--- config.mk ---
export PLATFORM = sky130hd
export DESIGN_NAME = flash_cmd_decoder
export DESIGN_NICKNAME = d
export VERILOG_FILES = /design/src/rtl/flash_cmd_pkg.sv /design/src/rtl/flash_cmd_match.sv /design/src/rtl/flash_erase_track.sv /design/src/rtl/flash_id_read.sv /design/src/rtl/flash_cmd_decoder.sv
export SDC_FILE = /design/constraint.sdc
export NUM_CORES = 1
export LEC_CHECK = 0
export BUFFER_PORTS_ARGS = -buffer_cell sky130_fd_sc_hd__buf_2
export CAP_MARGIN = 30
export CORE_AREA = 2 2 92 72
export CTS_CLUSTER_DIAMETER = 60
export DETAILED_ROUTE_END_ITERATION = 8
export DIE_AREA = 0 0 94 74
export PLACE_DENSITY = 0.89
export SKIP_CTS_REPAIR_TIMING = 1
export SLEW_MARGIN = 20
export SYNTH_ARGS = -nofsm -noshare
export SYNTH_HDL_FRONTEND = slang
export SYNTH_SLANG_ARGS = --single-unit
--- constraint.sdc ---
create_clock -name clk -period 3.4 [get_ports clk]
set_input_delay 0.68 -clock clk [delete_from_list [all_inputs] [get_ports clk]]
set_output_delay 0.68 -clock clk [all_outputs]
set_load 0.02 [all_outputs]
--- src/rtl/flash_cmd_pkg.sv ---
package flash_cmd_pkg;

  typedef enum logic [2:0] {
    OP_NONE      = 3'd0,
    OP_RESET     = 3'd1,
    OP_AUTOSEL   = 3'd2,
    OP_PROGRAM   = 3'd3,
    OP_SEG_ERASE = 3'd4,
    OP_SEC_ERASE = 3'd5,
    OP_SUSPEND   = 3'd6,
    OP_RESUME    = 3'd7
  } cmd_op_e;

  typedef enum logic [2:0] {
    SQ_IDLE,
    SQ_UNL1,
    SQ_UNL2,
    SQ_PROG,
    SQ_ERS1,
    SQ_ERS2,
    SQ_ERS3
  } seq_state_e;

  typedef enum logic [1:0] {
    ER_IDLE,
    ER_RUN,
    ER_HELD
  } erase_state_e;

endpackage

--- src/rtl/flash_cmd_match.sv ---
module flash_cmd_match #(
  parameter int ADDR_W   = 24,
  parameter int DATA_W   = 16,
  parameter int SKIP_BIT = 16
) (
  input  logic [ADDR_W-1:0] addr,
  input  logic [DATA_W-1:0] data,
  output logic              at_key_a,
  output logic              at_key_b,
  output logic              d_unl1,
  output logic              d_unl2,
  output logic              d_reset,
  output logic              d_ident,
  output logic              d_prog,
  output logic              d_erase,
  output logic              d_seg,
  output logic              d_sec,
  output logic              d_susp,
  output logic              d_resume
);
  localparam int NBYTES = DATA_W / 8;
  localparam logic [ADDR_W-1:0] KEEP  = ~(ADDR_W'(1) << SKIP_BIT);
  localparam logic [ADDR_W-1:0] KEY_A = ADDR_W'(32'h0000_AAAA);
  localparam logic [ADDR_W-1:0] KEY_B = ADDR_W'(32'h0000_5554);

  function automatic logic [DATA_W-1:0] rep(input logic [7:0] b);
    return {NBYTES{b}};
  endfunction

  assign at_key_a = (addr & KEEP) == KEY_A;
  assign at_key_b = (addr & KEEP) == KEY_B;
  assign d_unl1   = data == rep(8'hAA);
  assign d_unl2   = data == rep(8'h55);
  assign d_reset  = data == rep(8'hF0);
  assign d_ident  = data == rep(8'h90);
  assign d_prog   = data == rep(8'hA0);
  assign d_erase  = data == rep(8'h80);
  assign d_seg    = data == rep(8'h10);
  assign d_sec    = data == rep(8'h30);
  assign d_susp   = data[7:0] == 8'hB0;
  assign d_resume = data[7:0] == 8'h30;
endmodule

--- src/rtl/flash_erase_track.sv ---
module flash_erase_track
  import flash_cmd_pkg::*;
(
  input  logic clk,
  input  logic rst_n,
  input  logic start,
  input  logic susp_req,
  input  logic resume_req,
  input  logic done,
  output logic run_now,
  output logic running,
  output logic held
);
  erase_state_e st_q;

  always_ff @(posedge clk) begin
    if (!rst_n) begin
      st_q <= ER_IDLE;
    end else if (start) begin
      st_q <= ER_RUN;
    end else begin
      unique case (st_q)
        ER_RUN:  if (done) st_q <= ER_IDLE;
                 else if (susp_req) st_q <= ER_HELD;
        ER_HELD: if (resume_req) st_q <= ER_RUN;
        default: st_q <= st_q;
      endcase
    end
  end

  assign running = st_q == ER_RUN;
  assign held    = st_q == ER_HELD;
  assign run_now = running && !done;

  // the suspended state is only reached from a running erase
  p_held_from_run_r8: assert property (@(posedge clk) disable iff (!rst_n)
    (held && !$past(held)) |-> $past(running));
  // leaving suspension needs a resume request or a new start
  p_resume_needs_req_r8: assert property (@(posedge clk) disable iff (!rst_n)
    ($past(held) && running) |-> ($past(resume_req) || $past(start)));
  p_state_exclusive_r8: assert property (@(posedge clk) disable iff (!rst_n)
    $onehot0({running, held}));
endmodule

--- src/rtl/flash_id_read.sv ---
module flash_id_read #(
  parameter int              DATA_W   = 16,
  parameter int              ID_OFS_W = 8,
  parameter logic [DATA_W-1:0] MFR_CODE = 16'h0101,
  parameter logic [DATA_W-1:0] DEV_CODE = 16'hA4A4
) (
  input  logic                id_mode,
  input  logic [ID_OFS_W-1:0] ofs,
  output logic [DATA_W-1:0]   rd_data
);
  localparam logic [ID_OFS_W-1:0] OFS_MFR = ID_OFS_W'(0);
  localparam logic [ID_OFS_W-1:0] OFS_DEV = ID_OFS_W'(2);

  always_comb begin
    rd_data = '0;
    if (id_mode) begin
      if (ofs == OFS_MFR)      rd_data = MFR_CODE;
      else if (ofs == OFS_DEV) rd_data = DEV_CODE;
    end
  end

  // identification data never appears in array mode
  always_comb begin
    if (!id_mode) p_quiet_in_array_r4: assert (rd_data == '0);
  end
endmodule

--- src/rtl/flash_cmd_decoder.sv ---
module flash_cmd_decoder
  import flash_cmd_pkg::*;
#(
  parameter int              ADDR_W   = 24,
  parameter int              DATA_W   = 16,
  parameter int              SKIP_BIT = 16,
  parameter int              ID_OFS_W = 8,
  parameter logic [DATA_W-1:0] MFR_CODE = 16'h0101,
  parameter logic [DATA_W-1:0] DEV_CODE = 16'hA4A4
) (
  input  logic                clk,
  input  logic                rst_n,
  input  logic                wr_valid,
  output logic                wr_ready,
  input  logic [ADDR_W-1:0]   wr_addr,
  input  logic [DATA_W-1:0]   wr_data,
  input  logic                erase_done,
  output logic                cmd_valid,
  output logic [2:0]          cmd_op,
  output logic [ADDR_W-1:0]   cmd_addr,
  output logic [DATA_W-1:0]   cmd_data,
  output logic                id_mode,
  output logic                erase_running,
  output logic                erase_held,
  input  logic [ID_OFS_W-1:0] id_rd_addr,
  output logic [DATA_W-1:0]   id_rd_data
);
  logic at_a, at_b, d_unl1, d_unl2, d_reset, d_ident, d_prog, d_erase;
  logic d_seg, d_sec, d_susp, d_resume;
  logic ers_run_now;

  flash_cmd_match #(.ADDR_W(ADDR_W), .DATA_W(DATA_W), .SKIP_BIT(SKIP_BIT)) u_match (
    .addr(wr_addr), .data(wr_data),
    .at_key_a(at_a), .at_key_b(at_b),
    .d_unl1(d_unl1), .d_unl2(d_unl2), .d_reset(d_reset), .d_ident(d_ident),
    .d_prog(d_prog), .d_erase(d_erase), .d_seg(d_seg), .d_sec(d_sec),
    .d_susp(d_susp), .d_resume(d_resume)
  );

  seq_state_e seq_q, seq_nxt;
  logic       id_q, id_nxt;
  logic       fire, go_sec, go_susp, go_res;
  cmd_op_e    op_nxt, op_q;
  logic       valid_q;
  logic [ADDR_W-1:0] addr_q;
  logic [DATA_W-1:0] data_q;

  always_comb begin
    seq_nxt = seq_q;
    id_nxt  = id_q;
    fire    = 1'b0;
    op_nxt  = OP_NONE;
    go_sec  = 1'b0;
    go_susp = 1'b0;
    go_res  = 1'b0;
    if (wr_valid) begin
      if (ers_run_now) begin
        if (d_susp) begin
          fire = 1'b1; op_nxt = OP_SUSPEND; go_susp = 1'b1;
        end
      end else if (seq_q == SQ_IDLE && d_resume && erase_held) begin
        fire = 1'b1; op_nxt = OP_RESUME; go_res = 1'b1;
      end else if (seq_q == SQ_IDLE && (d_susp || d_resume)) begin
        seq_nxt = SQ_IDLE;
      end else begin
        seq_nxt = SQ_IDLE;
        unique case (seq_q)
          SQ_IDLE: if (at_a && d_unl1) seq_nxt = SQ_UNL1; else id_nxt = 1'b0;
          SQ_UNL1: if (at_b && d_unl2) seq_nxt = SQ_UNL2; else id_nxt = 1'b0;
          SQ_UNL2: begin
            if (at_a && d_reset) begin
              fire = 1'b1; op_nxt = OP_RESET; id_nxt = 1'b0;
            end else if (at_a && d_ident) begin
              fire = 1'b1; op_nxt = OP_AUTOSEL; id_nxt = 1'b1;
            end else if (at_a && d_prog) begin
              seq_nxt = SQ_PROG;
            end else if (at_a && d_erase) begin
              seq_nxt = SQ_ERS1;
            end else begin
              id_nxt = 1'b0;
            end
          end
          SQ_PROG: begin
            fire = 1'b1; op_nxt = OP_PROGRAM; id_nxt = 1'b0;
          end
          SQ_ERS1: if (at_a && d_unl1) seq_nxt = SQ_ERS2; else id_nxt = 1'b0;
          SQ_ERS2: if (at_b && d_unl2) seq_nxt = SQ_ERS3; else id_nxt = 1'b0;
          SQ_ERS3: begin
            id_nxt = 1'b0;
            if (at_a && d_seg) begin
              fire = 1'b1; op_nxt = OP_SEG_ERASE;
            end else if (d_sec) begin
              fire = 1'b1; op_nxt = OP_SEC_ERASE; go_sec = 1'b1;
            end
          end
          default: id_nxt = 1'b0;
        endcase
      end
    end
  end

  always_ff @(posedge clk) begin
    if (!rst_n) begin
      seq_q   <= SQ_IDLE;
      id_q    <= 1'b0;
      valid_q <= 1'b0;
      op_q    <= OP_NONE;
      addr_q  <= '0;
      data_q  <= '0;
    end else begin
      seq_q   <= seq_nxt;
      id_q    <= id_nxt;
      valid_q <= fire;
      if (fire) begin
        op_q   <= op_nxt;
        addr_q <= wr_addr;
        data_q <= wr_data;
      end
    end
  end

  flash_erase_track u_erase (
    .clk(clk), .rst_n(rst_n), .start(go_sec), .susp_req(go_susp),
    .resume_req(go_res), .done(erase_done), .run_now(ers_run_now),
    .running(erase_running), .held(erase_held)
  );

  flash_id_read #(.DATA_W(DATA_W), .ID_OFS_W(ID_OFS_W),
                  .MFR_CODE(MFR_CODE), .DEV_CODE(DEV_CODE)) u_id (
    .id_mode(id_q), .ofs(id_rd_addr), .rd_data(id_rd_data)
  );

  assign wr_ready  = 1'b1;
  assign cmd_valid = valid_q;
  assign cmd_op    = op_q;
  assign cmd_addr  = addr_q;
  assign cmd_data  = data_q;
  assign id_mode   = id_q;

  // a pulse only follows an accepted write
  p_pulse_after_write_r11: assert property (@(posedge clk) disable iff (!rst_n)
    cmd_valid |-> $past(wr_valid));
  // identification mode is entered only with an autoselect pulse
  p_ident_entry_r4: assert property (@(posedge clk) disable iff (!rst_n)
    $rose(id_mode) |-> (cmd_valid && cmd_op == OP_AUTOSEL));
  // a program pulse leaves array mode selected
  p_prog_leaves_ident_r5: assert property (@(posedge clk) disable iff (!rst_n)
    (cmd_valid && cmd_op == OP_PROGRAM) |-> !id_mode);
  // a sector erase pulse coincides with a running erase
  p_sec_starts_run_r7: assert property (@(posedge clk) disable iff (!rst_n)
    (cmd_valid && cmd_op == OP_SEC_ERASE) |-> erase_running);
  // a suspend pulse coincides with the suspended state
  p_susp_holds_r8: assert property (@(posedge clk) disable iff (!rst_n)
    (cmd_valid && cmd_op == OP_SUSPEND) |-> erase_held);
endmodule

==> After elaboration in Yosys (flattened, before gate mapping) <==
Cells that the tools add are included.
Widths: inputs -> output; s select.
{ "word_totals": {"ff_bits": 50, "out_inout_bits": 64} }
{ "op_classes": {"eq_ne": 29, "muxes": 56, "n_bitwise": 4, "n_reduce_logical": 24} }
{ "ops": {"columns": ["operator", "count"], "rows": [
  ["$eq 16x16->1 const B", 5],
  ["$mux 16", 3],
  ["$mux 3", 14],
  ["$mux 1", 28],
  ["$eq 23x15->1 const B", 1],
  ["$eq 23x16->1 const B", 1],
  ["$eq 16x13->1 const B", 1],
  ["$eq 16x14->1 const B", 1],
  ["$eq 16x15->1 const B", 1],
  ["$pmux 3 s5", 1],
  ["$mux 2", 6],
  ["$ne 4x4->1 const B", 3],
  ["$logic_and 1x1->1", 11],
  ["$eq 3x3->1 const B", 3],
  ["$pmux 3 s3", 1],
  ["$reduce_and 3->1", 3],
  ["$eq 8x2->1 const B", 1],
  ["$eq 8x6->1 const B", 1],
  ["$eq 8x8->1 const B", 1],
  ["$logic_not 8->1", 1],
  ["$reduce_and 8->1", 1],
  ["$eq 3x2->1 const B", 2],
  ["$pmux 1 s3", 2],
  ["$reduce_or 2->1", 3],
  ["14 further kinds", 18]
]} }

==> Depth between registers and ports, before layout <==
Gate-level depths: netlist of run 1.
{ "depth": {"depth_word": 10, "depth_mapped": 9, "depth_no_buf": 6} }

==> Modules after synthesis <==
A second synthesis of run 1 with hierarchy kept.
{ "hier_totals": {"cells_unflattened": 329, "hier_area_um2": 2777.7} }
{ "by_module_without_submodules": {"columns": ["mod", "instances", "cells_per_inst", "area_per_inst_um2", "seq_area_each_um2"], "rows": [
  ["flash_cmd_decoder", 1, 252, 2239.6, 960.9],
  ["flash_cmd_match", 1, 44, 291.5, 0.0],
  ["flash_id_read", 1, 20, 140.1, 0.0],
  ["flash_erase_track", 1, 13, 106.4, 40.0]
]} }

==> Least setup slack after synthesis of run 1 <==
OpenSTA, ideal clock, no wires.
{ "synth_path": {"kind": "input port to flip-flop", "start": "input port wr_addr[20]", "end": "register op_q[0] (netlist: cmd_op[0])", "setup_time_ps": 72, "t_arrival_ps": 2852, "t_required_ps": 3328, "setup_slack_ps": 477, "cell_stages": 8, "path_buffers": 2, "cell_sequence": "or4_4 > or2_1 > or4_4 > o31ai_4 > o21a_1 > buf_6 > buf_12 > mux2i_1"} }
{ "synth_via": {"elab_chain_cells": 9, "elab_cells_between_ends": 19, "classes_between": "eq/ne: 1; mux: 15; reduce/logical: 3"} }
{ "synth_lines": {"columns": ["item", "line", "rtl"], "rows": [
  ["from (decl)", "flash_cmd_decoder.sv:15", "input logic [ADDR_W-1:0] wr_addr,"],
  ["$eq 23x16->1 *", "flash_cmd_match.sv:30", "assign at_key_a = (addr & KEEP) == KEY_A;"],
  ["$logic_and 1x1->1", "flash_cmd_decoder.sv:73", "end else if (at_a && d_ident) begin"],
  ["$mux 1", "flash_cmd_decoder.sv:73", null],
  ["$mux 1", "flash_cmd_decoder.sv:71", "if (at_a && d_reset) begin"],
  ["$pmux 1 s3", "flash_cmd_decoder.sv:67", "unique case (seq_q)"],
  ["$mux 1", "flash_cmd_decoder.sv:63", "end else if (seq_q == SQ_IDLE && (d_susp || d_resume)) begin"],
  ["$mux 1", "flash_cmd_decoder.sv:61", "end else if (seq_q == SQ_IDLE && d_resume && erase_held) begin"],
  ["$mux 1", "flash_cmd_decoder.sv:57", "if (ers_run_now) begin"],
  ["$mux 1", "flash_cmd_decoder.sv:56", "if (wr_valid) begin"],
  ["to (signal assigned)", "flash_cmd_decoder.sv:115", "op_q <= op_nxt;"],
  ["to (decl)", "flash_cmd_decoder.sv:43", "cmd_op_e op_nxt, op_q;"]
]} }
Every way passes the cells marked *; elsewhere a longest branch is shown, timed or not.
A chain may end at the register's enable or synchronous reset.

==> Worst setup path after layout of run 1 <==
{ "layout_path": {"start": "input port wr_addr[20]", "end": "register addr_q[7] (netlist: cmd_addr[7])"} }
{ "layout_via": {"elab_chain_cells": 9, "elab_cells_between_ends": 12, "classes_between": "eq/ne: 1; mux: 8; reduce/logical: 3"} }
{ "layout_lines": {"columns": ["item", "line", "rtl"], "rows": [
  ["$eq 23x16->1 *", "flash_cmd_match.sv:30", null],
  ["$logic_and 1x1->1", "flash_cmd_decoder.sv:73", null],
  ["$mux 1", "flash_cmd_decoder.sv:73", null],
  ["$mux 1", "flash_cmd_decoder.sv:71", null],
  ["$pmux 1 s3 *", "flash_cmd_decoder.sv:67", null],
  ["$mux 1 *", "flash_cmd_decoder.sv:63", null],
  ["$mux 1 *", "flash_cmd_decoder.sv:61", null],
  ["$mux 1 *", "flash_cmd_decoder.sv:57", null],
  ["$mux 1 *", "flash_cmd_decoder.sv:56", null],
  ["to (signal assigned)", "flash_cmd_decoder.sv:116", "addr_q <= wr_addr;"],
  ["to (decl)", "flash_cmd_decoder.sv:45", "logic [ADDR_W-1:0] addr_q;"]
]} }
Marked as above.

==> metrics.txt, run 1 <==
combinational share of power=10.0%; worst reg2reg setup slack=approximately 1200 ps; post-DR wirelength/cell=between 10 and 15 um; FF-to-FF path depth=6; CTS buffer count=5; Slew HR=46.35%; Buf/Inv on CP=2; Fmax=0.3456 GHz; Post-Route WL=between 7000 and 8000 um; Layout Skew=11.75 ps; Top FF cell, synth=dfxtp_1; clock sinks=50; die width=between 90 and 100 um; drt first pass iters=4; Total GRT Usage=around a fifth; Crit path largest cell delay=around 560 ps; Ant. Diodes=0; RSZ-0062 raised after global routing=no; first-pass GRT wire length=~11000 um; sw frac=26.05%; PwrDens=around 310 mW/mm^2; Finished Layout Cells=498; storage element area=approximately 0.0010 mm^2; Total Nets Final=468; vias=2591; initial core utilization=about 46%; leakage=roughly 1.4 nW; share of the core filled with cells=about 54%; Die H=around 74 um; ANT nets after route=0; outcome=finished, final reports clean; critical-path cell list=buf_2 > or4_4 > or2_1 > or4_4 > o31ai_4 > o21a_2 > buf_12 > mux2i_1; sequential area share after synthesis=between 30% and 40%; Synth Area per Inst=8.735 um^2; post-synthesis cell count=between 300 and 400; Critical Path Start Type=primary input; GRT overflow=0; worst hold stages=2; Least-Margin Pin Slew=between 800 and 900 ps; Hold EP=cmd_addr[19]$_SDFFE_PN0P_; Final Max Slew Viols=0; CP Max Fanout=27; largest net degree at the start of global routing=50; area delta synth->final=18.07%; GPL Wtd Cong=0.8944; max_cap viols=0; Int Pwr=0.7678 mW; area post-placement=approximately 0.0032 mm^2; num ports=between 100 and 150; # DRC=0; footprint of the multi-input gates=0.001514 mm^2; CP top delay family=simple AND/OR/NAND/NOR gates; Post-Place Setup Slack=176.9 ps; Finish-stage setup viols=0; CTS tree=built; hold slack=roughly 460 ps; Final WS setup=~510 ps; CP max-delay cell=or4_4; Cell Area, Synth=~0.0028 mm^2; clock share of power=between 30% and 40%; fin crit period=2894 ps; Synth Register Bits=50; post-route cell area=~0.0033 mm^2; fin crit share=between 80% and 90%; Netlist cell types=52; Iter 0 DRT Violations=between 100 and 150; CP endpoint kind=flop; H-tree levels=2; initial antenna violation count=0; reg2reg end=seq_q[1]$_SDFFE_PN0P_; filler instances=578; NetSw=roughly 0.27 mW; final setup TNS=0 ps; layout cells sized above 1=between 30% and 40%; cell repeated most along the worst path=or4_4; number of enable flip-flop cells after synthesis=0; Site Rows=25; hpwl dp=approximately 5600 um; share of synthesized registers carrying an async set or reset=0%; post-layout total power=about 1.0 mW; vias in the first global route=between 2000 and 2500; placed cells=between 400 and 500; min-delay src=cmd_addr[19]$_SDFFE_PN0P_; clk slew on worst S/H paths=about 90 ps; final hold viol count=0; PortBufs=106; IR drop worst, VDD=roughly 0.17 mV; YS warnings=0; via/cell ratio=~5.2; CP Data Arrival Time=roughly 3100 ps; worst path required time=roughly 3600 ps; Hold Path Class=flop to flop; Die ar.=around 0.007 mm^2; maximum clock path buffer count=2; CTS root buffer=clkbuf_8; sequential share of power=between 50% and 60%; r2r startpoint=seq_q[1]$_SDFFE_PN0P_; Core Region=0.006100 mm^2; CP Class=primary input to flop; Clock Latency Late Sink=310 ps
power groups by stage:
| stage | registers (mW) | clock network [mW] | logic (mW) |
|---|---|---|---|
| detailed placement | 0.599 | 0 | 0.103 |
| CTS | 0.585 | 0.359 | 0.103 |
| global placement | 0.599 | 0 | 0.100 |
| floorplan | 0.599 | 0 | 0.0631 |
| global route | 0.585 | 0.380 | 0.114 |
| finish | 0.585 | 0.349 | 0.104 |
cell type report:
class	count	share of cell area (%)
tap	81	3.061
timing repair buffer	112	18.14
sequential	50	30.23
clock buffer	5	2.079
inverter	1	0.1134
multi-input combinational	246	45.73
clock inverter	3	0.6425
worst max path at each step:
stage                     cells past startpoint         from  slack [ps]                  endpoint
after floorplan                               8  wr_addr[20]         480    cmd_op[0]$_SDFFE_PN0P_
after global placement                        8  wr_addr[20]         280  cmd_addr[8]$_SDFFE_PN0P_
after detailed placement                      8  wr_addr[20]         180  cmd_addr[7]$_SDFFE_PN0P_
after CTS                                     8  wr_addr[20]         510  cmd_addr[7]$_SDFFE_PN0P_
after global routing                          8  wr_addr[20]         400  cmd_addr[7]$_SDFFE_PN0P_
final                                         8  wr_addr[20]         510  cmd_addr[7]$_SDFFE_PN0P_
cell usage in the layout (no fill, tap or decap), types with 5 or more instances in the layout:
cell type,synthesis,layout
buf_2,1,106
nand2_1,99,99
dfxtp_1,50,50
mux2i_1,42,42
nor2_1,9,9
conb_1,2,9
nor4_1,6,6
nand4_1,6,6
nor4b_1,5,5
nor2b_1,5,5
clkbuf_8,4,5
kinds of logic (layout without fill, tap and decap cells):
group | Yosys count | in the layout | synth area share (%)
AO/OA/AOI/OAI | 26 | 26 | 7.273
buffers and inverters | 32 | 121 | 11.29
flip-flops | 50 | 50 | 35.70
multiplexers | 42 | 42 | 14.99
other | 2 | 9 | 0.2678
AND/OR/NAND/NOR | 169 | 169 | 30.48
synth_stat cells (all sizes together) (3+ instances only):
cell / instances / area share (%)
o21ai: 4 / 0.71
dlygate4sd3: 3 / 1.1
o31ai: 3 / 1.3
nand4: 6 / 1.3
nor2: 9 / 1.2
nand3: 4 / 0.71
nand2: 99 / 13
clkbuf: 6 / 2.2
nor2b: 5 / 1.1
or2: 3 / 0.67
dfxtp: 50 / 36
nor4b: 5 / 1.6
and3: 4 / 0.89
or4: 8 / 2.6
a21boi: 5 / 1.5
buf: 22 / 7.9
nor3: 4 / 0.71
nor4: 6 / 1.3
mux2i: 42 / 15
flip-flops by register name, summed over array words and instances, names as in the netlist:
signal        cells
seq_q             3
cmd_op            3
cmd_addr         24
cmd_data         16
id_mode           1
u_erase.st_q      2
cmd_valid         1
metal layers:
layer	GRT usage (%)	share of wire, %	vias to the layer above
met3	5.066	9.2	7
met4	5.797	1.0	0
met1	26.05	46	1187
met5	0	0	-
li1	-	-	1285
met2	33.41	44	112
worst min-delay path, stage by stage, from the launching register on:
cell     delay, ps
dfxtp_1        320
nand2_1         50
mux2i_1         50
Note: power is estimated with default switching activity, not from simulation.
==> run 2, diff against run 1 <==
- MAX_ROUTING_LAYER: unset -> met4
==> metrics.txt, run 2 (synthesis gave the netlist of run 1 again) <==
cell repeated most along the worst path=or4_4; Least-Margin Pin Slew=808.4 ps (+3.634 ps); worst reg2reg setup slack=1200 ps (+20 ps); Iter 0 DRT Violations=212 (+66%); share of the core filled with cells=54.09% (-0.18 points); worst path required time=3620 ps (about the same); CP Max Fanout=33 (+22%); clock sinks=50 (unchanged); GPL Wtd Cong=0.9039 (+1.1%); Die ar.=0.006956 mm^2 (unchanged); max reg flops=24 (unchanged); PwrDens=314.6 mW/mm^2 (+0.30%); Final WS setup=452.9 ps (-53.51 ps); hold slack=456.5 ps (-3.733 ps); CTS tree=built; Post-Route WL=7175 um (+1.2%); # DRC=0 (unchanged); Ant. Diodes=0 (unchanged); Hold Path Class=flop to flop; CTS buffer count=5 (unchanged); FF-to-FF path depth=6 (unchanged); most frequent cells in the layout=buf_2 (106), nand2_1 (99), dfxtp_1 (50), mux2i_1 (42); Finish-stage setup viols=0 (unchanged); worst hold stages=2 (unchanged); die width=94 um (unchanged); post-DR wirelength/cell=14.41 um (+1.2%); Post-Place Setup Slack=158.2 ps (-18.70 ps); Slew HR=46.11% (-0.24 points); layout cells sized above 1=32.37% (-0.24 points); leakage=1.441 nW (about the same); Critical Path Start Type=primary input; critical-path cell list=buf_2 > or4_4 > or2_1 > or4_4 > o31ai_4 > o21a_2 > buf_12 > mux2i_1; area delta synth->final=17.67%; RSZ-0062 raised after global routing=no; CP endpoint kind=flop; Core Region=0.006100 mm^2 (unchanged); Hold EP=cmd_data[4]$_SDFFE_PN0P_; r2r startpoint=seq_q[1]$_SDFFE_PN0P_; ANT nets after route=0 (unchanged); Fmax=0.3393 GHz (-1.8%); largest net degree at the start of global routing=50 (unchanged); first-pass GRT wire length=11210 um (+3.8%); final hold viol count=0 (unchanged); final setup TNS=0 ps (unchanged); drt first pass iters=4 (unchanged); reg2reg end=seq_q[1]$_SDFFE_PN0P_; Total Nets Final=468 (unchanged); most common cell after layout, fill and taps aside=buf_2; Layout Skew=3.337 ps (-8.409 ps); fin crit share=86.68% (+1.6 points); PortBufs=106 (unchanged); CP max-delay cell=or4_4; hpwl dp=5615 um (+1.2%); outcome=finished, final reports clean; filler instances=595 (+2.9%); GRT overflow=0 (unchanged); IR drop worst, VDD=0.2045 mV (+17%); Die H=74 um (unchanged); fin crit period=2947 ps (+53.51 ps); CP Class=primary input to flop; Total GRT Usage=21.08% (+1.1 points); via/cell ratio=5.305 (+2.0%); clk slew on worst S/H paths=80 ps (about the same); CTS root buffer=clkbuf_8; min-delay src=cmd_data[4]$_SDFFE_PN0P_; num ports=116 (unchanged); Final Max Slew Viols=0 (unchanged); vias=2642 (+2.0%); H-tree levels=2 (unchanged); max_cap viols=0 (unchanged); vias in the first global route=2328 (-0.56%); CP Data Arrival Time=3160 ps (+30 ps); Clock Latency Late Sink=290 ps (-20 ps); maximum clock path buffer count=2 (unchanged); Site Rows=25 (unchanged); Crit path largest cell delay=560 ps (about the same); post-layout total power=1.038 mW (about the same); initial antenna violation count=0 (unchanged); initial core utilization=45.97% (unchanged)
run 2: cell count changes in the layout (fill, tap and decap cells not counted):
cell and delta:
buf_4 +1, clkbuf_1 +1, buf_12 -1, clkinvlp_4 -1
clkinv_4 -1, clkbuf_8 +1
run 2: report_power, final:
| part | internal, mW | switching [mW] |
|---|---|---|
| sequential | 0.585 | 0.0000000000000753 |
| combinational | 0.0380 | 0.0670 |
| clock | 0.164 | 0.184 |
run 2: per-stage QoR:
stage | std cells | instance area (um^2)
finish | 498 | 3299
global route | 498 | 3299
CTS | 498 | 3299
detailed placement | 490 | 3208
global placement | 490 | 3208
floorplan | 328 | 2830
run 2: worst max-delay path by stage:
stage                      startpoint                        to  slack (ps)  depth (start not counted)
after detailed placement  wr_addr[20]  cmd_addr[3]$_SDFFE_PN0P_         160                          8
after floorplan           wr_addr[20]    cmd_op[0]$_SDFFE_PN0P_         480                          8
after global placement    wr_addr[20]  cmd_addr[2]$_SDFFE_PN0P_         280                          8
final                     wr_addr[20]  cmd_addr[3]$_SDFFE_PN0P_         450                          8
after CTS                 wr_addr[20]  cmd_addr[3]$_SDFFE_PN0P_         480                          8
after global routing      wr_addr[20]  cmd_addr[3]$_SDFFE_PN0P_         390                          8
run 2: layer usage:
layer  part of all wire [%]  global-route usage, %
met4                   0.77                  4.831
met1                     45                  27.89
met3                    9.5                  4.965
met5                      0                      -
met2                     45                  33.10
run 2: final cells by class:
cell class,count,area [um^2],share of cell area (%)
Clock buffer,7,86.33,2.617
Clock inverter,1,5.005,0.1517
Inverter,1,3.754,0.1138
Multi-Input combinational cell,246,1514,45.89
Sequential cell,50,1001,30.34
Tap cell,81,101.3,3.072
Timing Repair Buffer,112,588.1,17.82
run 2: critical path: cells and delay by family:
family	cells	cell delay, ps
buf+inv	2	350
compound gates	2	450
simple gates	3	1390
mux	1	250
==> run 3, diff against run 2 <==
- ABC_AREA: unset -> 1
- CORE_AREA: 2 2 92 72 -> 2 2 97 76
- DIE_AREA: 0 0 94 74 -> 0 0 99 78
- PLACE_DENSITY: 0.89 -> 0.9
==> metrics.txt, run 3 <==
Final Max Slew Viols=0 (unchanged); most common cell after layout, fill and taps aside=buf_2; final setup TNS=0 ps (unchanged); IR drop worst, VDD=0.2379 mV (+16%); PortBufs=106 (unchanged); hold slack=490.7 ps (+34.18 ps); largest net degree at the start of global routing=47 (-6.0%); Layout Skew=5.531 ps (+2.194 ps); worst path required time=3600 ps (-20 ps); most frequent cells in the layout=buf_2 (106), nand2_1 (90), nor2_1 (88), inv_1 (66), nand3_1 (62); CP Max Fanout=33 (unchanged); max reg flops=24 (unchanged); post-synthesis cell count=509 (+59%); clk slew on worst S/H paths=100 ps (+20 ps); max_cap viols=0 (unchanged); die width=99 um (+5.3%); Compound-Gate Fraction of Synth Area=12.75% (+5.5 points); Critical Path Start Type=primary input; main combinational cell family by area after synthesis=simple AND/OR/NAND/NOR gates; CTS root buffer=clkbuf_8; share of the synthesized area in the top cell type=29.92% (-5.8 points); post-DR wirelength/cell=12.73 um (-12%); fin crit period=2450 ps (-497.0 ps); leakage=2.027 nW (+41%); vias=3528 (+34%); cell with the most instances after synthesis=nand2_1; Post-Route WL=8670 um (+21%); initial antenna violation count=0 (unchanged); ranking of synthesized cells by area=dfxtp_1 (30%), a21oi_2 (10%), nand2_1 (10%); post-route cell area=0.003899 mm^2 (+18%); fin crit share=72.06% (-15 points); clock sinks=50 (unchanged); share of synthesized registers carrying an async set or reset=0% (unchanged); Clock Latency Late Sink=300 ps (about the same); CP Data Arrival Time=2650 ps (-510 ps); GPL Wtd Cong=0.9288 (+2.8%); Fmax=0.4082 GHz (+20%); maximum clock path buffer count=2 (unchanged); simple-gate portion of the synthesized area=40.35% (+9.9 points); Synth Area in XOR/XNOR=0% (unchanged); first-pass GRT wire length=14080 um (+26%); Synth Register Bits=50 (unchanged); area post-placement=0.003786 mm^2 (+18%); Die H=78 um (+5.4%); ANT nets after route=0 (unchanged); final hold viol count=0 (unchanged); via/cell ratio=5.181 (-2.3%); sequential area share after synthesis=29.92% (-5.8 points); num ports=116 (unchanged); CTS buffer count=5 (unchanged); Ant. Diodes=0 (unchanged); Total GRT Usage=22.46% (+1.4 points); drt first pass iters=5 (+1); # DRC=0 (unchanged); area leader, netlist=dfxtp_1; vias in the first global route=3058 (+31%); Hold Path Class=flop to flop; FF-to-FF path depth=11 (+5); Iter 0 DRT Violations=268 (+26%); CTS tree=built; post-synthesis mux area share=0% (-15 points); top post-synthesis cells by count=nand2_1 (91), nor2_1 (88), inv_1 (66); Die ar.=0.007722 mm^2 (+11%); H-tree levels=2 (unchanged); initial core utilization=50.17% (+4.2 points); Netlist cell types=30 (-42%); YS warnings=0 (unchanged); Top FF cell, synth=dfxtp_1; RSZ-0062 raised after global routing=no; area delta synth->final=16.53%; GRT overflow=0 (unchanged); number of enable flip-flop cells after synthesis=0 (unchanged); layout cells sized above 1=30.15% (-2.2 points); Total Nets Final=648 (+38%); CP Class=primary input to flop; outcome=finished, final reports clean; worst hold stages=2 (unchanged); Site Rows=26 (+4.0%); Post-Place Setup Slack=674.2 ps (+516.0 ps); Cell Area, Synth=0.003346 mm^2 (+19%); Finish-stage setup viols=0 (unchanged); Slew HR=44.52% (-1.6 points); Final WS setup=950.0 ps (+497.0 ps); Core Region=0.006669 mm^2 (+9.3%); PwrDens=302.4 mW/mm^2 (-3.9%); CP endpoint kind=flop; Synth Area per Inst=6.573 um^2 (-25%); Post-Synth Adder-Cell Area=0% (unchanged); hpwl dp=6678 um (+19%); Least-Margin Pin Slew=832.3 ps (+23.88 ps)
[run 3: cell families after synthesis]
| kind of cell | Yosys count |
|---|---|
| AOI/OAI and AO/OA | 55 |
| buffers and inverters | 109 |
| DFF | 50 |
| other | 2 |
| and+or+nand+nor | 293 |
[run 3: final timing paths]
check | from | end | slack, ps
worst max register to register | seq_q[0]$_SDFFE_PN0P_ | cmd_addr[21]$_SDFFE_PN0P_ | 1140
worst min-delay path | cmd_addr[19]$_SDFFE_PN0P_ | cmd_addr[19]$_SDFFE_PN0P_ | 490
worst max-delay path | wr_addr[17] | cmd_addr[21]$_SDFFE_PN0P_ | 950
worst min register to register | cmd_addr[19]$_SDFFE_PN0P_ | cmd_addr[19]$_SDFFE_PN0P_ | 490
[run 3: cell type report]
cell class | count | area [um^2]
repair buffers | 111 | 593.1
flip-flops and latches | 50 | 1001
inverters | 71 | 269.0
clock inverters | 3 | 43.79
well taps | 84 | 105.1
clock buffers | 5 | 68.82
fillers | 638 | 2770
multi-input cells | 357 | 1818
[run 3: metal layers]
metal / vias to the layer above / wire [um] / track usage [%]
met5: - / 0 / -
met4: 0 / 95 / 4.384
met3: 14 / 519 / 3.694
met2: 126 / 3946 / 34.39
met1: 1611 / 4108 / 31.49
li1: 1777 / - / -
[run 3: critical path, cell delays in order]
cell and delay [ps]:
buf_2 110, nor2_1 110, nand2_1 70, nor2_2 250, nand2_1 90, nor2_1 170
nand2_1 100, nand3_1 90, nand2_2 80, nand3_4 330, buf_4 290, nand3_1 100
nand2_1 110, nor2_1 60
[run 3: power by group]
part | leakage [nW] | switching, mW | internal (mW)
clock | 0.0585 | 0.218 | 0.221
sequential | 0.403 | 0.000385 | 0.586
combinational | 1.57 | 0.108 | 0.0459
[run 3: stage by stage]
| stage | power [mW] | util, % | std cells |
|---|---|---|---|
| 2_1_floorplan | 0.6957 | - | 516 |
| 3_3_place_gp | 0.7481 | 56.77 | 673 |
| 3_5_place_dp | 0.7509 | 56.77 | 673 |
| 4_1_cts | 1.186 | 58.46 | 681 |
| 5_1_grt | 1.217 | 58.46 | 681 |
| 6_report | 1.179 | 58.46 | 681 |
